`config.mk`:
```
export PLATFORM = sky130hd
export DESIGN_NAME = cfgr_engine
export DESIGN_NICKNAME = d
export VERILOG_FILES = /design/src/rtl/cfgr_pkg.sv /design/src/rtl/cfgr_timeout.sv /design/src/rtl/cfgr_local_hdr.sv /design/src/rtl/cfgr_engine.sv
export SDC_FILE = /design/constraint.sdc
export NUM_CORES = 2
export LEC_CHECK = 0
export ABC_AREA = 0
export ABC_CLOCK_PERIOD_IN_PS = 7700
export BUFFER_PORTS_ARGS = -buffer_cell sky130_fd_sc_hd__buf_2
export CORE_ASPECT_RATIO = 1.25
export CORE_MARGIN = 4
export CORE_UTILIZATION = 61
export CTS_CLUSTER_SIZE = 28
export DETAILED_ROUTE_END_ITERATION = 8
export PLACE_DENSITY = 0.77
export SLEW_MARGIN = 15
export SYNTH_ARGS = -nofsm -noshare
export SYNTH_HDL_FRONTEND = slang
export SYNTH_HIERARCHICAL = 1
export SYNTH_SLANG_ARGS = --single-unit
export TNS_END_PERCENT = 100
```
`constraint.sdc`:
```
create_clock -name clk -period 7.7 [get_ports clk]
set_input_delay 0.77 -clock clk [delete_from_list [all_inputs] [get_ports clk]]
set_output_delay 0.77 -clock clk [all_outputs]
set_load 0.03 [all_outputs]
```
`src/rtl/cfgr_pkg.sv`:
```
package cfgr_pkg;
  typedef enum logic [2:0] {
    RG_TADDR = 3'd0,
    RG_CTRL  = 3'd1,
    RG_DATA  = 3'd2,
    RG_STAT  = 3'd3,
    RG_TMO   = 3'd4
  } reg_sel_e;

  typedef enum logic [1:0] {
    SZ_BYTE = 2'd0,
    SZ_HALF = 2'd1,
    SZ_WORD = 2'd2
  } acc_size_e;

  localparam logic [1:0] CPL_OK = 2'd0;
  localparam logic [1:0] CPL_UR = 2'd1;

  localparam int CTL_SEND = 31;
  localparam int CTL_T1   = 8;
  localparam int CTL_WR   = 4;

  localparam int ST_BUSY = 0;
  localparam int ST_UR   = 4;
  localparam int ST_CA   = 5;
  localparam int ST_TO   = 6;
  localparam int ST_DNF  = 7;
endpackage

```
`src/rtl/cfgr_timeout.sv`:
```
module cfgr_timeout #(
  parameter int CW = 20
) (
  input  logic          clk,
  input  logic          rst_n,
  input  logic          restart,
  input  logic          run,
  input  logic [CW-1:0] limit,
  output logic          expired
);
  logic [CW-1:0] cnt_q, cnt_d;
  logic [CW:0]   cnt_inc;

  assign cnt_inc = {1'b0, cnt_q} + (CW+1)'(1);
  assign expired = run && (cnt_inc >= {1'b0, limit});

  always_comb begin
    cnt_d = cnt_q;
    if (restart)  cnt_d = '0;
    else if (run) cnt_d = cnt_inc[CW-1:0];
  end

  always_ff @(posedge clk or negedge rst_n) begin
    if (!rst_n) cnt_q <= '0;
    else if (restart || run) cnt_q <= cnt_d;
  end

  // the limit is never passed while the counter keeps running
  assert_tmo_bound_R8: assert property (@(posedge clk) disable iff (!rst_n)
    (run && !restart && limit != '0) |-> (cnt_q < limit));
endmodule

```
`src/rtl/cfgr_local_hdr.sv`:
```
module cfgr_local_hdr
  import cfgr_pkg::*;
#(
  parameter int NDW  = 16,
  parameter int OFFW = 12
) (
  input  logic            clk,
  input  logic            rst_n,
  input  logic            acc_en,
  input  logic            acc_wr,
  input  logic [1:0]      acc_size,
  input  logic [OFFW-1:0] acc_off,
  input  logic [31:0]     acc_wdata,
  output logic [31:0]     acc_rdata
);
  localparam int IW = (NDW > 1) ? $clog2(NDW) : 1;
  localparam logic [OFFW-3:0] NDW_V = (OFFW-2)'(NDW);

  logic [31:0]     mem_q [NDW];
  logic [NDW-1:0]  wr_sel;
  logic            in_range;
  logic [IW-1:0]   idx;
  logic [4:0]      sh;
  logic [31:0]     lane_mask;
  logic [31:0]     wmask;
  logic [31:0]     cur_word;
  logic [31:0]     merged;
  logic            we;

  assign in_range = acc_off[OFFW-1:2] < NDW_V;
  assign idx      = acc_off[IW+1:2];
  assign we       = acc_en && acc_wr && in_range;

  always_comb begin
    case (acc_size)
      SZ_BYTE: begin sh = {acc_off[1:0], 3'b000}; lane_mask = 32'h0000_00FF; end
      SZ_HALF: begin sh = {acc_off[1], 4'b0000};  lane_mask = 32'h0000_FFFF; end
      default: begin sh = 5'd0;                   lane_mask = 32'hFFFF_FFFF; end
    endcase
  end

  assign wmask     = lane_mask << sh;
  assign cur_word  = in_range ? mem_q[idx] : 32'h0;
  assign merged    = (cur_word & ~wmask) | ((acc_wdata << sh) & wmask);
  assign acc_rdata = (cur_word >> sh) & lane_mask;

  for (genvar g = 0; g < NDW; g++) begin : g_sel
    assign wr_sel[g] = we && (idx == IW'(g));
  end

  always_ff @(posedge clk or negedge rst_n) begin
    if (!rst_n) begin
      for (int i = 0; i < NDW; i++) mem_q[i] <= '0;
    end else begin
      for (int i = 0; i < NDW; i++)
        if (wr_sel[i]) mem_q[i] <= merged;
    end
  end

  // a write that does not cover the top lane leaves it untouched
  assert_lane_keep_R11: assert property (@(posedge clk) disable iff (!rst_n)
    (we && !wmask[31]) |=> (mem_q[$past(idx)][31:24] == $past(cur_word[31:24])));
endmodule

```
`src/rtl/cfgr_engine.sv`:
```
module cfgr_engine
  import cfgr_pkg::*;
#(
  parameter logic [7:0] ROOT_BUS   = 8'h00,
  parameter int         HDR_DWORDS = 16,
  parameter int         TMO_W      = 20,
  parameter int         TMO_INIT   = 1000
) (
  input  logic        clk,
  input  logic        rst_n,
  input  logic        reg_we,
  input  logic [2:0]  reg_sel,
  input  logic [31:0] reg_wdata,
  output logic [31:0] reg_rdata,
  output logic        req_valid,
  output logic        req_type1,
  output logic        req_write,
  output logic [31:0] req_addr,
  output logic [31:0] req_data,
  input  logic        cpl_valid,
  input  logic [1:0]  cpl_status,
  input  logic [31:0] cpl_data
);
  localparam int OFFW = 12;

  logic [31:0]      taddr_q, taddr_d;
  logic [31:0]      ctl_q, ctl_d;
  logic [31:0]      data_q, data_d;
  logic [TMO_W-1:0] tmo_q, tmo_d;
  logic             busy_q, busy_d;
  logic             ur_q, ca_q, to_q, dnf_q;
  logic             ur_d, ca_d, to_d, dnf_d;
  logic             rv_q, rt1_q, rwr_q;
  logic [31:0]      raddr_q, rdata_q;

  logic wr_taddr, wr_ctrl, wr_data, wr_stat, wr_tmo;
  logic start, is_root, local_go, dnf_go, remote_go;
  logic tmo_exp, tmo_hit, cpl_take, cpl_ok;
  logic [31:0] hdr_rdata;

  assign wr_taddr = reg_we && (reg_sel == RG_TADDR) && !busy_q;
  assign wr_ctrl  = reg_we && (reg_sel == RG_CTRL)  && !busy_q;
  assign wr_data  = reg_we && (reg_sel == RG_DATA);
  assign wr_stat  = reg_we && (reg_sel == RG_STAT);
  assign wr_tmo   = reg_we && (reg_sel == RG_TMO);

  assign start     = wr_ctrl && reg_wdata[CTL_SEND];
  assign is_root   = (taddr_q[31:24] == ROOT_BUS);
  assign local_go  = start && is_root && (taddr_q[23:19] == 5'd0);
  assign dnf_go    = start && is_root && (taddr_q[23:19] != 5'd0);
  assign remote_go = start && !is_root;

  assign cpl_take = busy_q && cpl_valid;
  assign cpl_ok   = (cpl_status == CPL_OK);
  assign tmo_hit  = tmo_exp && !cpl_valid;

  cfgr_timeout #(.CW(TMO_W)) u_tmo (
    .clk     (clk),
    .rst_n   (rst_n),
    .restart (remote_go),
    .run     (busy_q),
    .limit   (tmo_q),
    .expired (tmo_exp)
  );

  cfgr_local_hdr #(.NDW(HDR_DWORDS), .OFFW(OFFW)) u_hdr (
    .clk       (clk),
    .rst_n     (rst_n),
    .acc_en    (local_go),
    .acc_wr    (reg_wdata[CTL_WR]),
    .acc_size  (reg_wdata[1:0]),
    .acc_off   (taddr_q[OFFW-1:0]),
    .acc_wdata (data_q),
    .acc_rdata (hdr_rdata)
  );

  // next state
  always_comb begin
    taddr_d = wr_taddr ? reg_wdata : taddr_q;
    ctl_d   = wr_ctrl  ? reg_wdata : ctl_q;
    tmo_d   = wr_tmo   ? reg_wdata[TMO_W-1:0] : tmo_q;

    busy_d = busy_q;
    if (remote_go)                 busy_d = 1'b1;
    else if (cpl_take || tmo_hit)  busy_d = 1'b0;

    data_d = data_q;
    if (wr_data) data_d = reg_wdata;
    if (local_go && !reg_wdata[CTL_WR])      data_d = hdr_rdata;
    if (dnf_go && !reg_wdata[CTL_WR])        data_d = 32'hFFFF_FFFF;
    if (cpl_take && !rwr_q)                  data_d = cpl_ok ? cpl_data : 32'hFFFF_FFFF;
    if (busy_q && tmo_hit && !rwr_q)         data_d = 32'hFFFF_FFFF;

    ur_d  = (ur_q  && !(wr_stat && reg_wdata[ST_UR]))  || (cpl_take && cpl_status == CPL_UR);
    ca_d  = (ca_q  && !(wr_stat && reg_wdata[ST_CA]))  || (cpl_take && cpl_status[1]);
    to_d  = (to_q  && !(wr_stat && reg_wdata[ST_TO]))  || (busy_q && tmo_hit);
    dnf_d = (dnf_q && !(wr_stat && reg_wdata[ST_DNF])) || dnf_go;
  end

  // registers
  always_ff @(posedge clk or negedge rst_n) begin
    if (!rst_n) begin
      taddr_q <= '0;
      ctl_q   <= '0;
      data_q  <= '0;
      tmo_q   <= TMO_W'(TMO_INIT);
      busy_q  <= 1'b0;
      ur_q    <= 1'b0;
      ca_q    <= 1'b0;
      to_q    <= 1'b0;
      dnf_q   <= 1'b0;
      rv_q    <= 1'b0;
      rt1_q   <= 1'b0;
      rwr_q   <= 1'b0;
      raddr_q <= '0;
      rdata_q <= '0;
    end else begin
      taddr_q <= taddr_d;
      ctl_q   <= ctl_d;
      data_q  <= data_d;
      tmo_q   <= tmo_d;
      busy_q  <= busy_d;
      ur_q    <= ur_d;
      ca_q    <= ca_d;
      to_q    <= to_d;
      dnf_q   <= dnf_d;
      rv_q    <= remote_go;
      if (remote_go) begin
        rt1_q   <= reg_wdata[CTL_T1];
        rwr_q   <= reg_wdata[CTL_WR];
        raddr_q <= {taddr_q[31:2], 2'b00};
        rdata_q <= data_q;
      end
    end
  end

  always_comb begin
    case (reg_sel)
      RG_TADDR: reg_rdata = taddr_q;
      RG_CTRL:  reg_rdata = ctl_q;
      RG_DATA:  reg_rdata = data_q;
      RG_STAT:  reg_rdata = {24'h0, dnf_q, to_q, ca_q, ur_q, 3'b000, busy_q};
      RG_TMO:   reg_rdata = {{(32-TMO_W){1'b0}}, tmo_q};
      default:  reg_rdata = 32'h0;
    endcase
  end

  assign req_valid = rv_q;
  assign req_type1 = rt1_q;
  assign req_write = rwr_q;
  assign req_addr  = raddr_q;
  assign req_data  = rdata_q;

  // one strobe per access
  assert_req_single_R2: assert property (@(posedge clk) disable iff (!rst_n)
    req_valid |=> !req_valid);
  // a strobe only while the access is outstanding
  assert_req_busy_R4: assert property (@(posedge clk) disable iff (!rst_n)
    req_valid |-> busy_q);
  // target address frozen during an access
  assert_addr_hold_R4: assert property (@(posedge clk) disable iff (!rst_n)
    busy_q |=> $stable(taddr_q));
  // a completion ends the access
  assert_cpl_ends_R5: assert property (@(posedge clk) disable iff (!rst_n)
    (busy_q && cpl_valid) |=> !busy_q);
  // a timed-out read returns all ones
  assert_tmo_ones_R8: assert property (@(posedge clk) disable iff (!rst_n)
    (busy_q && tmo_hit && !rwr_q) |=> (data_q == 32'hFFFF_FFFF) && to_q);
  // a refused root-bus access sends nothing
  assert_dnf_noreq_R9: assert property (@(posedge clk) disable iff (!rst_n)
    dnf_go |=> !req_valid && dnf_q);
endmodule

```
Word-level counts from Yosys, hierarchy flattened
Index checks and enable logic that the tools add are counted.
{"block": "op_classes", "add_sub_neg": 1, "n_lt_le_gt_ge": 3, "n_eq_ne": 21, "shift": 3, "mux": 17, "n_bitwise": 6, "reduce_logical": 74}
{"cell": "$mux 32", "count": 9}
{"cell": "$pmux 32 s5", "count": 1}
{"cell": "$bmux 32 s4", "count": 1}
{"cell": "$and 32x32->32", "count": 3}
{"cell": "$pmux 32 s2", "count": 1}
{"cell": "$shl 32x5->32", "count": 2}
{"cell": "$logic_and 1x1->1", "count": 48}
{"cell": "$mux 20", "count": 2}
{"cell": "$eq 4x4->1 const B", "count": 8}
{"cell": "$not 32->32", "count": 1}
{"cell": "$or 32x32->32", "count": 1}
{"cell": "$shr 32x5->32", "count": 1}
{"cell": "$add 20x1->21 const B", "count": 1}
{"cell": "$ge 21x20->1", "count": 1}
{"cell": "$eq 4x3->1 const B", "count": 4}
{"cell": "$lt 10x5->1 const B", "count": 1}
{"cell": "$pmux 5 s2", "count": 1}
{"cell": "$reduce_bool 5->1", "count": 2}
{"cell": "$logic_not 1->1", "count": 9}
{"cell": "$eq 4x2->1 const B", "count": 2}
{"cell": "$logic_not 8->1", "count": 1}
{"cell": "$eq 3x2->1 const B", "count": 2}
{"cell": "$logic_or 1x1->1", "count": 6}
{"cell": "$ge 5x5->1 const B", "count": 1}
{"cell": "other kinds (12)", "count": 16}
{"block": "word_totals", "reg_bits": 718, "output_inout_bits": 99}

Depth between registers and ports, before layout
{"block": "logic_depth", "ltp_word": 11, "ltp_mapped": 18}

Cells and area by module
The synthesis kept the hierarchy.
{"mod": "cfgr_local_hdr", "instances": 1, "cells_per_inst": 2245, "area_per_inst_um2": 24258.3, "seq_area_each_um2": 12812.3}
{"mod": "cfgr_engine", "instances": 1, "cells_per_inst": 715, "area_per_inst_um2": 8386.8, "seq_area_each_um2": 4662.0}
{"mod": "cfgr_timeout", "instances": 1, "cells_per_inst": 215, "area_per_inst_um2": 1791.7, "seq_area_each_um2": 500.5}

Worst setup path before layout
OpenSTA, ideal clock, no wires.
{"block": "synth_path", "path_kind": "register to register", "startpoint": "register u_tmo.cnt_q[0]", "endpoint": "register data_q[5]", "setup_time_ns": 0.123, "arrival_time_ns": 3.371, "t_required_ns": 7.577, "path_slack_ns": 4.206, "stages_incl_launch_ff": 17, "n_path_buf": 2, "cell_sequence": "dfrtp_1 > ha_1 > nand3_2 > nor4_2 > buf_4 > nand3_1 > xnor2_1 > ha_1 > a22o_1 > o41ai_1 > nand3_1 > a32o_1 > nor2_1 > o22ai_1 > or2_2 > buf_2 > o221a_1"}
{"block": "synth_between", "elab_chain_cells": 7, "elab_cells_between_ends": 8, "cone_classes": "add/sub (1); order compare (1); mux (1); reduce/logical (5)"}
{"element": "start: declaration", "line": "cfgr_timeout.sv:11", "source": "logic [CW-1:0] cnt_q, cnt_d;"}
{"element": "start signal: assignment", "line": "cfgr_timeout.sv:25", "source": "else if (restart || run) cnt_q <= cnt_d;"}
{"element": "$add 20x1->21 (*)", "line": "cfgr_timeout.sv:14", "source": "assign cnt_inc = {1'b0, cnt_q} + (CW+1)'(1);"}
{"element": "$ge 21x20->1 (*)", "line": "cfgr_timeout.sv:15", "source": "assign expired = run && (cnt_inc >= {1'b0, limit});"}
{"element": "$logic_and 1x1->1 (*)", "line": "cfgr_timeout.sv:15"}
{"element": "net tmo_exp", "line": "cfgr_engine.sv:38", "source": "logic tmo_exp, tmo_hit, cpl_take, cpl_ok;"}
{"element": "$logic_and 1x1->1 (*)", "line": "cfgr_engine.sv:55", "source": "assign tmo_hit = tmo_exp && !cpl_valid;"}
{"element": "$logic_and 1x1->1 (*) (2 in a row)", "line": "cfgr_engine.sv:92", "source": "if (busy_q && tmo_hit && !rwr_q) data_d = 32'hFFFF_FFFF;"}
{"element": "$reduce_bool 5->1 (no line) / $mux 32 (equally long branches)"}
{"element": "end signal: assignment", "line": "cfgr_engine.sv:120", "source": "data_q <= data_d;"}
{"element": "end: declaration", "line": "cfgr_engine.sv:28", "source": "logic [31:0] data_q, data_d;"}
Mark *: on every way through the listed nets, which the timed path passes. The rest lies on a longest branch.
A chain may end at the register's enable or synchronous reset.

Final worst setup path
{"block": "layout_path", "startpoint": "register u_tmo.cnt_q[0]", "endpoint": "register data_q[10]"}
Same word-level chain as after synthesis.

==> out/qor.yml <==
outcome: "complete, no violations"
worstRegToRegCells: 14
drt-pass1-iter-count: 7
tightest_slew_ns: 1.253
slew_headroom_pct: 16.30
n_antenna_cell: 0
dieArea_um2: 60340
ys.flop_type: "dfrtp_1"
most-common-layout-cells: "dfrtp_1, nand2_1, nor2_1, o21ai_0, a21oi_1"
via_per_inst: 6.546
post-place-cells: 3885
drive_gt1_share_pct: 21.62
worstPathArrival_ns: 5.17
drt_iter0_markers: 2836
clock-root-buffer: "clkbuf_16"
holdBufCountCts: 0
r2r_slack_ns: 3.03
grt_pass1_wl_mm: 153.8
postPlaceCellArea_um2: 35350
criticalPathCategory: "flip-flop to flip-flop"
yosysWarnings: 6
cts_resized: 0
crit-reg2reg-capture: "data_q[10]"
final_common_cell: "dfrtp_1"
gp_congestion: 0.9559
grt_max_degree: 192
synth-seq-area-share_pct: 52.20
ys_async_sr_fraction_pct: 100.0
p_leak_nw: 17.09
cts_sinks: 718
rows: 97
grt_pass1_vias: 26770
grtUsageTotal_pct: 33.19
synth.distinct_cells: 81
cp-end-kind: "flip-flop"
crit_fanout: 30
dp_hpwl_mm: 64.93
finalHoldViolCount: 0
syn_avg_cell_area_um2: 10.85
coreArea_um2: 55950
fmax_ghz: 0.2144
insertion_delay_ns: 0.63
nNetsFinal: 3309
antenna_found_initial: 1
r2r_start: "u_tmo/cnt_q[0]"
min_path_type: "input pin to asynchronous set/reset pin"
totalWireLength_mm: 100.3
cts_htree_levels: 3
clock-skew-final_ns: 0.04047
cts_tree: "done"
pwr_density_cell_nw_per_um2: 268.1
ir_drop_mv: 0.2176
port_buffers: 169
die-width_um: 220.5
utilization_pct: 67.38
grt-ovfl-total: 0
synth_area_um2: 34440
clk_pin_slew_ns: 0.06
drtAntennaViolNets: 0
worstSetupStartpoint: "u_tmo/cnt_q[0]"
crit_path_start_kind: "flip-flop"
drc: 0
post_cts_buffers: 0
ys_seq_elements: 718
cts_made_buffers: 70
initial_core_util_pct: 61.55
worst_ep_required_time_ns: 8.20
synthToLayoutAreaGrowth_pct: 9.468
critPathCapture: "data_q[10]"
die_h_um: 273.6
drv_slew: 0
setup_tns_ns: 0
period_needed_ns: 4.665
rsz0062_at_grt: "false"
synth-edff-count: 0
io_pins: 172
finalSetupViolations: 0
post_drt_wl_per_cell_um: 25.03
post-route-cell-area_um2: 37700
finalCritPeriodShare_pct: 60.59
vias: 26230
max-cap-violations: 0
synthCells: 3175
clk_path_buf_depth: 3
layout.cells.non_filler: 4007
==> worst min-delay path by stage <==
stage | from | to | slack [ns] | cells past startpoint
after floorplan | ctl_q[6] | ctl_q[6] | 0.44 | 2
after global placement | u_hdr/mem_q[425] | u_hdr/mem_q[425] | 0.45 | 2
after detailed placement | ctl_q[9] | ctl_q[9] | 0.46 | 2
after CTS | rst_n | req_data[6] | 0.22 | 1
after global routing | rst_n | u_tmo/cnt_q[11] | 0.27 | 1
final | rst_n | u_tmo/cnt_q[13] | 0.22 | 1
==> state kept, by name, summed over array words and instances, names as in the netlist, 20 cells and up <==
name         cells
u_hdr/mem_q    512
taddr_q         32
tmo_q           20
req_addr        30
u_tmo/cnt_q     20
data_q          32
req_data        32
ctl_q           32
==> synthesized netlist by cell type, types with 31 or more instances <==
library cell / count / share of area, %
a22oi_1: 48 / 1.0
mux2_2: 101 / 3.3
nand2_1: 427 / 4.7
buf_4: 31 / 0.68
nand3_1: 39 / 0.57
a21oi_1: 241 / 3.5
mux2i_1: 103 / 3.0
mux4_2: 103 / 6.7
inv_1: 36 / 0.39
nor2_1: 382 / 4.2
o21ai_0: 265 / 3.9
dfrtp_1: 712 / 52
buf_2: 52 / 0.76
clkbuf_1: 136 / 1.5
a21oi_2: 74 / 1.9
==> worst max-delay path, stage by stage (launching register included) <==
cell and delay (ns):
dfrtp_1 0.46, ha_1 0.28, nand3_2 0.14, nor4_2 0.74, nand3_1 0.19, xnor2_1 0.18
ha_1 0.31, a22o_1 0.21, o41ai_1 0.33, nand3_1 0.12, a32o_1 0.32, nor2_1 0.20
o22ai_1 0.13, or2_2 0.59, o221a_1 0.35
==> layout make-up <==
class                   count  area, µm²
repair buffers            231       1350
well taps                 742      928.4
fillers                  4090      18250
clock inverters            19      209.0
flip-flops and latches    718      17980
multi-input cells        2157      14960
inverters                  37      138.9
clock buffers             103       2127
==> kinds of logic after synthesis <==
| group | after synthesis | synth area share (%) |
|---|---|---|
| AOI/OAI and AO/OA | 795 | 14.89 |
| xor gates and xnor gates | 37 | 0.9410 |
| adders and majority gates | 21 | 0.7630 |
| buffers and inverters | 301 | 4.582 |
| DFF | 718 | 52.20 |
| muxes | 341 | 14.92 |
| other | 1 | 0.01089 |
| and+or+nand+nor | 961 | 11.70 |
==> where the power goes <==
group	internal [mW]	total [mW]	switching, mW
combinational	0.731	2.10	1.37
clock	2.02	3.48	1.46
sequential	4.09	4.52	0.432
total	6.84	10.1	3.27
==> metrics by stage <==
stage,setup slack (ns),hold slack [ns],power [mW]
after floorplan,4.206,0.4409,5.930
after global placement,3.221,0.4542,6.568
after detailed placement,3.117,0.4626,6.644
after CTS,3.126,0.2228,10.11
after global routing,2.779,0.2739,10.48
final,3.035,0.2158,10.11
==> per-layer routing <==
metal	part of all wire, %	track usage (%)	vias to the layer above
met4	6.4	19.06	2
met2	49	54.86	1444
met1	36	41.40	13100
li1	-	-	11270
met3	8.8	5.673	411
met5	0.012	0	-
(Power assumes the default switching activity.)
